## src/rtl/ic_pkg.sv

```systemverilog
package ic_pkg;

    parameter int DATA_W  = 32;
    parameter int ADDR_W  = 4;
    parameter int BANK_W  = 32;
    parameter int LOCAL_W = 8;
    parameter int SC1_N   = 5;
    parameter int SC2_N   = 6;
    parameter int NBANK   = 3;
    parameter int IDX_W   = $clog2(BANK_W);

    localparam int SET_BASE = 4;
    localparam int CLR_BASE = 8;

    typedef enum logic [ADDR_W-1:0] {
        RA_SUMMARY = 4'h0,
        RA_PEND1   = 4'h1,
        RA_PEND2   = 4'h2,
        RA_SET1    = 4'h4,
        RA_SET2    = 4'h5,
        RA_SETL    = 4'h6,
        RA_CLR1    = 4'h8,
        RA_CLR2    = 4'h9,
        RA_CLRL    = 4'hA
    } reg_addr_e;

    typedef enum int {
        BK_P1  = 0,
        BK_P2  = 1,
        BK_LOC = 2
    } bank_e;

    typedef struct packed {
        logic [SC2_N-1:0]   sc2;
        logic [SC1_N-1:0]   sc1;
        logic               more2;
        logic               more1;
        logic [LOCAL_W-1:0] loc;
    } summary_t;

    localparam int SUM_W = $bits(summary_t);

    function automatic logic [DATA_W-1:0] zext_sum(input summary_t s);
        logic [DATA_W-1:0] r;
        r = '0;
        r[SUM_W-1:0] = s;
        return r;
    endfunction

endpackage

```

## src/rtl/ic_enable_bank.sv

```systemverilog
module ic_enable_bank #(
    parameter int W = 32
) (
    input  logic         clk,
    input  logic         rst,
    input  logic         set_we,
    input  logic         clr_we,
    input  logic [W-1:0] wmask,
    output logic [W-1:0] en_o
);

    logic [W-1:0] en_q;

    always_ff @(posedge clk) begin
        if (rst) begin
            en_q <= '0;
        end else if (set_we) begin
            en_q <= en_q | wmask;
        end else if (clr_we) begin
            en_q <= en_q & ~wmask;
        end
    end

    assign en_o = en_q;

    // written ones become enabled, others untouched
    p_set_on_r1: assert property (@(posedge clk) disable iff (rst)
        set_we |=> ((en_o & $past(wmask)) == $past(wmask)));
    p_set_keep_r1: assert property (@(posedge clk) disable iff (rst)
        set_we |=> ((en_o & $past(en_o)) == $past(en_o)));
    // written ones become disabled, others untouched
    p_clr_off_r2: assert property (@(posedge clk) disable iff (rst)
        (clr_we && !set_we) |=> ((en_o & $past(wmask)) == '0));
    p_clr_keep_r2: assert property (@(posedge clk) disable iff (rst)
        (clr_we && !set_we) |=> ((en_o | $past(wmask)) == ($past(en_o) | $past(wmask))));
    // no strobe, no change
    p_idle_hold_r10: assert property (@(posedge clk) disable iff (rst)
        (!set_we && !clr_we) |=> $stable(en_o));
    // reset empties the mask
    p_reset_empty_r9: assert property (@(posedge clk)
        rst |=> (en_o == '0));

endmodule

```

## src/rtl/ic_summary.sv

```systemverilog
module ic_summary
    import ic_pkg::*;
#(
    parameter logic [SC1_N*IDX_W-1:0] SC1_IDX = {5'd19, 5'd18, 5'd10, 5'd9, 5'd7},
    parameter logic [SC2_N*IDX_W-1:0] SC2_IDX = {5'd30, 5'd25, 5'd24, 5'd23, 5'd22, 5'd21}
) (
    input  logic               clk,
    input  logic               rst,
    input  logic [BANK_W-1:0]  pend1_i,
    input  logic [BANK_W-1:0]  pend2_i,
    input  logic [LOCAL_W-1:0] pend_loc_i,
    output summary_t           sum_o
);

    logic [BANK_W-1:0] mirror1, mirror2;
    logic [SC1_N-1:0]  sc1_bits;
    logic [SC2_N-1:0]  sc2_bits;

    always_comb begin
        mirror1 = '0;
        for (int i = 0; i < SC1_N; i++) begin
            mirror1[SC1_IDX[i*IDX_W +: IDX_W]] = 1'b1;
        end
    end

    always_comb begin
        mirror2 = '0;
        for (int i = 0; i < SC2_N; i++) begin
            mirror2[SC2_IDX[i*IDX_W +: IDX_W]] = 1'b1;
        end
    end

    for (genvar g = 0; g < SC1_N; g++) begin : g_sc1
        assign sc1_bits[g] = pend1_i[SC1_IDX[g*IDX_W +: IDX_W]];
    end

    for (genvar g = 0; g < SC2_N; g++) begin : g_sc2
        assign sc2_bits[g] = pend2_i[SC2_IDX[g*IDX_W +: IDX_W]];
    end

    always_comb begin
        sum_o.loc   = pend_loc_i;
        sum_o.more1 = |(pend1_i & ~mirror1);
        sum_o.more2 = |(pend2_i & ~mirror2);
        sum_o.sc1   = sc1_bits;
        sum_o.sc2   = sc2_bits;
    end

    // a bank flag never rises without some pending line in that bank
    p_more1_src_r5: assert property (@(posedge clk) disable iff (rst)
        sum_o.more1 |-> (pend1_i != '0));
    p_more2_src_r5: assert property (@(posedge clk) disable iff (rst)
        sum_o.more2 |-> (pend2_i != '0));
    // an empty summary means nothing enabled is active anywhere
    p_zero_all_r7: assert property (@(posedge clk) disable iff (rst)
        (sum_o == '0) |-> (pend1_i == '0 && pend2_i == '0 && pend_loc_i == '0));
    // a single pending bank-1 line gives at most one bank-1 indication
    p_one_view_r6: assert property (@(posedge clk) disable iff (rst)
        ($countones(pend1_i) == 1) |-> $onehot({sum_o.more1, sum_o.sc1}));

endmodule

```

## src/rtl/banked_irq_ctrl.sv

```systemverilog
module banked_irq_ctrl
    import ic_pkg::*;
(
    input  logic               clk,
    input  logic               rst,
    input  logic [BANK_W-1:0]  src_bank1_i,
    input  logic [BANK_W-1:0]  src_bank2_i,
    input  logic [LOCAL_W-1:0] src_local_i,
    input  logic               reg_wr_i,
    input  logic [ADDR_W-1:0]  reg_addr_i,
    input  logic [DATA_W-1:0]  reg_wdata_i,
    output logic [DATA_W-1:0]  reg_rdata_o,
    output logic               irq_o
);

    logic [NBANK-1:0]   set_we, clr_we;
    logic [BANK_W-1:0]  en_per [2];
    logic [LOCAL_W-1:0] en_loc;
    logic [BANK_W-1:0]  pend1, pend2;
    logic [LOCAL_W-1:0] pend_loc;
    summary_t           sum;
    logic               irq_q;

    // address decode: set and clear ports sit at base plus bank index
    always_comb begin
        set_we = '0;
        clr_we = '0;
        for (int b = 0; b < NBANK; b++) begin
            if (reg_wr_i && (int'(reg_addr_i) == SET_BASE + b)) set_we[b] = 1'b1;
            if (reg_wr_i && (int'(reg_addr_i) == CLR_BASE + b)) clr_we[b] = 1'b1;
        end
    end

    for (genvar b = 0; b < 2; b++) begin : g_per
        ic_enable_bank #(.W(BANK_W)) i_en (
            .clk    (clk),
            .rst    (rst),
            .set_we (set_we[b]),
            .clr_we (clr_we[b]),
            .wmask  (reg_wdata_i[BANK_W-1:0]),
            .en_o   (en_per[b])
        );
    end

    ic_enable_bank #(.W(LOCAL_W)) i_en_loc (
        .clk    (clk),
        .rst    (rst),
        .set_we (set_we[BK_LOC]),
        .clr_we (clr_we[BK_LOC]),
        .wmask  (reg_wdata_i[LOCAL_W-1:0]),
        .en_o   (en_loc)
    );

    assign pend1    = src_bank1_i & en_per[BK_P1];
    assign pend2    = src_bank2_i & en_per[BK_P2];
    assign pend_loc = src_local_i & en_loc;

    ic_summary i_sum (
        .clk        (clk),
        .rst        (rst),
        .pend1_i    (pend1),
        .pend2_i    (pend2),
        .pend_loc_i (pend_loc),
        .sum_o      (sum)
    );

    always_comb begin
        reg_rdata_o = '0;
        case (reg_addr_e'(reg_addr_i))
            RA_SUMMARY:         reg_rdata_o = zext_sum(sum);
            RA_PEND1:           reg_rdata_o[BANK_W-1:0] = pend1;
            RA_PEND2:           reg_rdata_o[BANK_W-1:0] = pend2;
            RA_SET1, RA_CLR1:   reg_rdata_o[BANK_W-1:0] = en_per[BK_P1];
            RA_SET2, RA_CLR2:   reg_rdata_o[BANK_W-1:0] = en_per[BK_P2];
            RA_SETL, RA_CLRL:   reg_rdata_o[LOCAL_W-1:0] = en_loc;
            default:            reg_rdata_o = '0;
        endcase
    end

    always_ff @(posedge clk) begin
        if (rst) irq_q <= 1'b0;
        else     irq_q <= (sum != '0);
    end

    assign irq_o = irq_q;

    // request trails the summary by one register
    p_irq_rise_r8: assert property (@(posedge clk) disable iff (rst)
        (sum != '0) |=> irq_o);
    p_irq_fall_r8: assert property (@(posedge clk) disable iff (rst)
        (sum == '0) |=> !irq_o);
    // pending view never shows a disabled line
    p_pend_masked_r3: assert property (@(posedge clk) disable iff (rst)
        (reg_addr_i == RA_PEND1) |-> ((reg_rdata_o & ~en_per[BK_P1]) == '0));
    // a write to a read-only word leaves every mask alone
    p_ro_write_r10: assert property (@(posedge clk) disable iff (rst)
        (reg_wr_i && reg_addr_i <= RA_PEND2) |=>
            ($stable(en_per[BK_P1]) && $stable(en_per[BK_P2]) && $stable(en_loc)));
    // request is low after a reset cycle
    p_reset_quiet_r9: assert property (@(posedge clk)
        rst |=> !irq_o);

endmodule

```

## config.mk

```make
export PLATFORM = sky130hd
export DESIGN_NAME = banked_irq_ctrl
export DESIGN_NICKNAME = d
export VERILOG_FILES = /design/src/rtl/ic_pkg.sv /design/src/rtl/ic_enable_bank.sv /design/src/rtl/ic_summary.sv /design/src/rtl/banked_irq_ctrl.sv
export SDC_FILE = /design/constraint.sdc
export NUM_CORES = 1
export LEC_CHECK = 0
export CAP_MARGIN = 10
export CELL_PAD_IN_SITES_DETAIL_PLACEMENT = 0
export CELL_PAD_IN_SITES_GLOBAL_PLACEMENT = 1
export CORE_MARGIN = 1
export CORE_UTILIZATION = 32
export CTS_BUF_LIST = sky130_fd_sc_hd__clkbuf_16
export DETAILED_ROUTE_END_ITERATION = 8
export HOLD_SLACK_MARGIN = 0.1
export PLACE_DENSITY = 0.91
export SETUP_SLACK_MARGIN = 0.1
export SLEW_MARGIN = 20
export SYNTH_ARGS = -nofsm -noshare
export SYNTH_HDL_FRONTEND = slang
export SYNTH_SLANG_ARGS = --single-unit
```

## constraint.sdc

```tcl
create_clock -name clk -period 4.66 [get_ports clk]
set_clock_uncertainty 0.15 [all_clocks]
set_input_delay 1.398 -clock clk [delete_from_list [all_inputs] [get_ports clk]]
set_output_delay 1.398 -clock clk [all_outputs]
set_load 0.005 [all_outputs]
```

* Yosys cells after proc, flatten, opt, wreduce, memory -nomap -nowiden
Cells that the tools add are included.
Cells by class: equal/unequal tests 14, muxes and demuxes 14, bitwise logic cells 11, reduce and logical (&&, ||, !) cells 16
Operators with widths (number):
- 32-bit AND | 4
- 32-bit 2-to-1 mux | 4
- 24-bit one-hot mux with 5 select lines | 1
- 32-bit bitwise OR | 2
- 8-bit one-hot mux with 6 select lines | 1
- 4-bit == test, second input constant | 9
- 32-bit NOT | 1
- 27-bit OR reduction | 1
- 26-bit OR reduction | 1
- 21-bit nonzero test | 1
- 8-bit AND | 2
- 8-bit 2-to-1 mux | 2
- 4-bit by 3-bit == test with 1-bit output, second input constant | 3
- 8-bit NOT | 1
- 8-bit bitwise OR | 1
- 1-bit logical AND | 6
- 1-bit 2-to-1 mux | 6
- 2-bit nonzero test | 3
- 2-bit OR reduction | 3
- 4-bit by 1-bit == test with 1-bit output, second input constant | 1
- 4-bit by 2-bit == test with 1-bit output, second input constant | 1
- 4-bit logical NOT | 1
Word-level totals: register bits 73, bits of input ports 111, output and inout port bits 33, word-level logic and storage cells 59

* Logic depth before layout (Yosys ltp)
depth in word-level cells 5, depth in mapped cells 7

* Cells and area by module
From an unflattened synthesis, not the netlist that was laid out.
Unflattened totals: cells, all modules 601, area, all modules 5285.1 µm²
By module, submodules not included:
- ic_enable_bank (g_per[0].i_en ...) | times used 2, cells each 137, area an instance 1410.1 µm², seq. area each 640.6 µm²
- banked_irq_ctrl | times used 1, cells each 255, area an instance 1849.3 µm², seq. area each 20.0 µm²
- ic_enable_bank (i_en_loc) | times used 1, cells each 35, area an instance 354.1 µm², seq. area each 160.2 µm²
- ic_summary | times used 1, cells each 37, area an instance 261.5 µm², seq. area each 0.0 µm²

* Least setup slack after synthesis
No wires, ideal clock.
kind input port to output port, from input reg_addr_i[1], to output reg_rdata_o[22], arrival time 2.714 ns, data required time 3.112 ns, slack 0.398 ns, stages on the path 6, path buffers 2, path through nand2b_1 > nor3_1 > clkbuf_1 > buf_1 > a21oi_1 > o22ai_1
On the way: cells in the longest elaborated chain, start to end 3
Ends and longest elaborated chain:
- start, declared | RTL line banked_irq_ctrl.sv:10 | input logic [ADDR_W-1:0] reg_addr_i,
- 4-bit by 3-bit == test with 1-bit output or 4-bit == test (tied branches) | RTL line banked_irq_ctrl.sv:69 | case (reg_addr_e'(reg_addr_i))
- 2-bit OR reduction | RTL line banked_irq_ctrl.sv:69
- 24-bit one-hot mux with 5 select lines * | RTL line banked_irq_ctrl.sv:69
- end, declared | RTL line banked_irq_ctrl.sv:12 | output logic [DATA_W-1:0] reg_rdata_o,
Mark *: on every way between the ends. The rest lies on a longest branch, timed or not.

* Worst setup path in the final report
from input src_bank1_i[4], to output reg_rdata_o[8]
On the way: cells in the longest elaborated chain, start to end 3
Ends and longest elaborated chain:
- start, declared | RTL line banked_irq_ctrl.sv:6 | input logic [BANK_W-1:0] src_bank1_i,
- 32-bit AND | RTL line banked_irq_ctrl.sv:54 | assign pend1 = src_bank1_i & en_per[BK_P1];
- 27-bit OR reduction | RTL line ic_summary.sv:43 | sum_o.more1 = |(pend1_i & ~mirror1);
- 24-bit one-hot mux with 5 select lines | RTL line banked_irq_ctrl.sv:69
Every way passes these cells.

==> summary.txt <==
Critical path
  – Critical path arrival: 3.09 ns
  – Reg-to-reg endpoint: irq_o
  – Worst r2r path cells: 5
  – WP buf/inv: 2
  – CP top delay family: compound AO/OA/AOI/OAI gates
  – Crit Path Class: primary input to primary output
  – Reg2Reg Setup Slack: 2.63 ns
  – Slowest-stage cell, CP: or3_4
  – Crit path capture type: primary output
  – CP max stage delay: approximately 0.38 ns
  – Worst path required time: between 3 and 4 ns
  – Critical path launch point type: primary input
  – Worst-path fanout max: 2
  – CP Cell Sequence: dlygate4sd2_1 > a22o_1 > a221oi_2 > nand4_1 > or3_4 > a221o_1 > clkbuf_2

Synth
  – Flops & latches, synth: 73
  – Synth Flop Type: dfxtp_1
  – Syn Nets: 612
  – Synth top area cells: dfxtp_1 (37%), a21oi_1 (17%), a211oi_1 (14%), inv_1 (3.8%), nand2b_1 (3.5%)
  – Mean post-synth cell area: 7.854 sq um
  – Share of the yosys chip area belonging to registers: 37.14%
  – Synth area leader: dfxtp_1
  – Yosys Warn Count: 0
  – Number of synthesized flops with an enable pin: 0
  – Post-synth ARST share: 0%
  – Mapped Cells: ~500
  – Mapped Area: slightly below 0.004 sq mm
  – Area share of the largest cell type after synthesis: 37.14%
  – Yosys cell types: 30

Timing
  – Max Fclk: ~0.22 GHz
  – Least-Margin Pin Slew: around 1.1 ns
  – RSZ-0062 raised after global routing: yes
  – Final Max Slew Viols: 0
  – Min Tclk post-route: 4.633 ns
  – Setup TNS: 0 ns
  – Hold_ws: 0.3859 ns
  – Final cycle utilization of the critical path: 99.42%
  – Final Hold Vio Count: 0
  – Final setup fails: 0
  – Slew margin rel.: 29.46%

Routing
  – Vias post-DR: 5016
  – Vias per cell: a little over 6
  – Antenna viol nets, final: 0
  – First DRT Iteration DRCs: 432
  – DRT Pass-1 Iters: 5
  – Final WL: 17410 um
  – Drt wl/cell: 21.05 um
  – DRC Markers: 0

Clock tree
  – Clock Pin Slew Worst Setup and Hold Paths: 0.05 ns
  – Sink Count: 73
  – Clock Tree Root: clkbuf_16
  – CTS HTree Levels: 3
  – Count of hold-fix buffers inserted at cts: 0
  – Worst skew pair latency: 0.33 ns
  – CTS tree: built
  – Cts bufs inserted: 9
  – CTS Buffer Depth: 2

Floorplanning
  – IO Pins: 144
  – Core ar.: 0.01201 sq mm
  – Die X: roughly 110 um
  – Initial Utilization: 32.76%
  – Die outline area: 0.01274 sq mm
  – FP Rows: 40
  – Die Ht: 112.9 um

Job
  – Max cap viols: 0

GRT
  – Initial antenna violation count: 0
  – Largest net degree at the start of global routing: 57
  – Vias in the first global route: 4813
  – Overflow after GRT: 0
  – Total GRT Usage: around 27%
  – First-pass GRT wire length: 26310 um

Cells and area
  – Util after Layout: a little over half
  – Fillers: ~1100
  – Area delta synth->final: 62.89%
  – Most frequent cells in the layout: a21oi_1 (129), clkdlybuf4s50_1 (82), dfxtp_1 (73)
  – Nets: 790
  – Commonest non-fill, non-tap cell in the layout: a21oi_1
  – Layout cells sized above 1: 18.24%
  – Antenna cells: 0

Status
  – Run status: completed

Placed design
  – # port buffers: 143
  – DP HPWL: about 12000 um
  – Gp weighted congestion: 0.9356

Hold path
  – Type of the most critical hold path: register to register
  – WHS Path Cells: 2

Power and ir drop
  – Worst ir drop on vdd: 0.2037 mV
  – Static leakage: 2.339 nW
  – PwrDens: about 250 mW/mm^2
how the worst max path moves through the flow:
stage	startpoint	endpoint	slack [ns]	depth (start not counted)
final	src_bank1_i[4]	reg_rdata_o[8]	0.03	7
after global routing	src_bank1_i[4]	reg_rdata_o[8]	0.01	7
after CTS	src_bank1_i[4]	reg_rdata_o[8]	-0.13	7
after detailed placement	src_bank1_i[4]	reg_rdata_o[8]	-0.58	7
after global placement	src_bank1_i[4]	reg_rdata_o[8]	-0.52	7
after floorplan	reg_addr_i[1]	reg_rdata_o[22]	0.40	6
worst register-to-register path, cell delays in order (launching register included):
cell,delay (ns)
dfxtp_1,0.35
a22o_1,0.25
a221oi_2,0.20
nand4_1,0.17
or3_4,0.38
o41a_1,0.42
through the flow:
stage          std cells  power, mW  setup WS (ns)  area [sq um]
2_1_floorplan        501     0.7618         0.3977          3935
3_3_place_gp         796     0.9594        -0.5209          5809
3_5_place_dp         796     0.9630        -0.5790          5809
4_1_cts              823      1.562        -0.1297          6332
5_1_grt              827      1.621        0.01448          6410
6_report             827      1.577        0.02691          6410
cell type report:
type / count / area, sq um / share of cell area [%]
timing repair buffer: 204 / 1981 / 30.90
multi-input combinational: 351 / 2396 / 37.38
clock inverter: 3 / 12.51 / 0.1952
sequential: 73 / 1461 / 22.80
inverter: 40 / 150.1 / 2.342
tap: 147 / 183.9 / 2.869
clock buffer: 9 / 225.2 / 3.514
cells in the mapped netlist (2+ instances only):
cell / n
o221ai_1: 8
a222oi_1: 2
a221o_1: 2
o21ai_0: 9
a221oi_1: 8
a21o_1: 3
nor2_1: 5
a21oi_1: 133
nor2b_1: 2
a22o_1: 8
a211oi_1: 72
and2_1: 11
nand2b_1: 22
nand4_1: 4
buf_1: 2
inv_1: 40
a22oi_1: 17
nand3_1: 24
nor3_1: 3
dfxtp_1: 73
clkbuf_1: 29
buf_2: 6
o22ai_1: 11
kinds of logic (layout without fill, tap and decap cells):
family / count (synthesis) / after routing / share of synthesized area (%)
xor gates and xnor gates: 1 / 1 / 0.2226
AOI/OAI and AO/OA: 275 / 275 / 44.23
and+or+nand+nor: 75 / 75 / 10.87
DFF: 73 / 73 / 37.14
buffers and inverters: 77 / 256 / 7.536
metal layers:
metal / up-vias / track usage, % / share of wire (%)
met5: - / 0 / 0
met4: 0 / 13.25 / 4.4
met3: 64 / 4.981 / 9.6
met2: 334 / 44.57 / 47
met1: 2339 / 33.96 / 39
li1: 2279 / - / -
timing repair:
| action | 4_1_cts | 5_1_grt |
|---|---|---|
| setup buffers | 11 | 4 |
| setup endpoints to repair | 32 | 18 |
| cloned | 4 | 0 |
| pin swaps | 27 | 11 |
| resized for setup | 133 | 16 |
power by group:
part | switching (mW) | internal, mW
Combinational | 0.152 | 0.177
Sequential | 0.0168 | 0.642
Clock | 0.246 | 0.343
Total | 0.415 | 1.16
(Power assumes the default switching activity.)
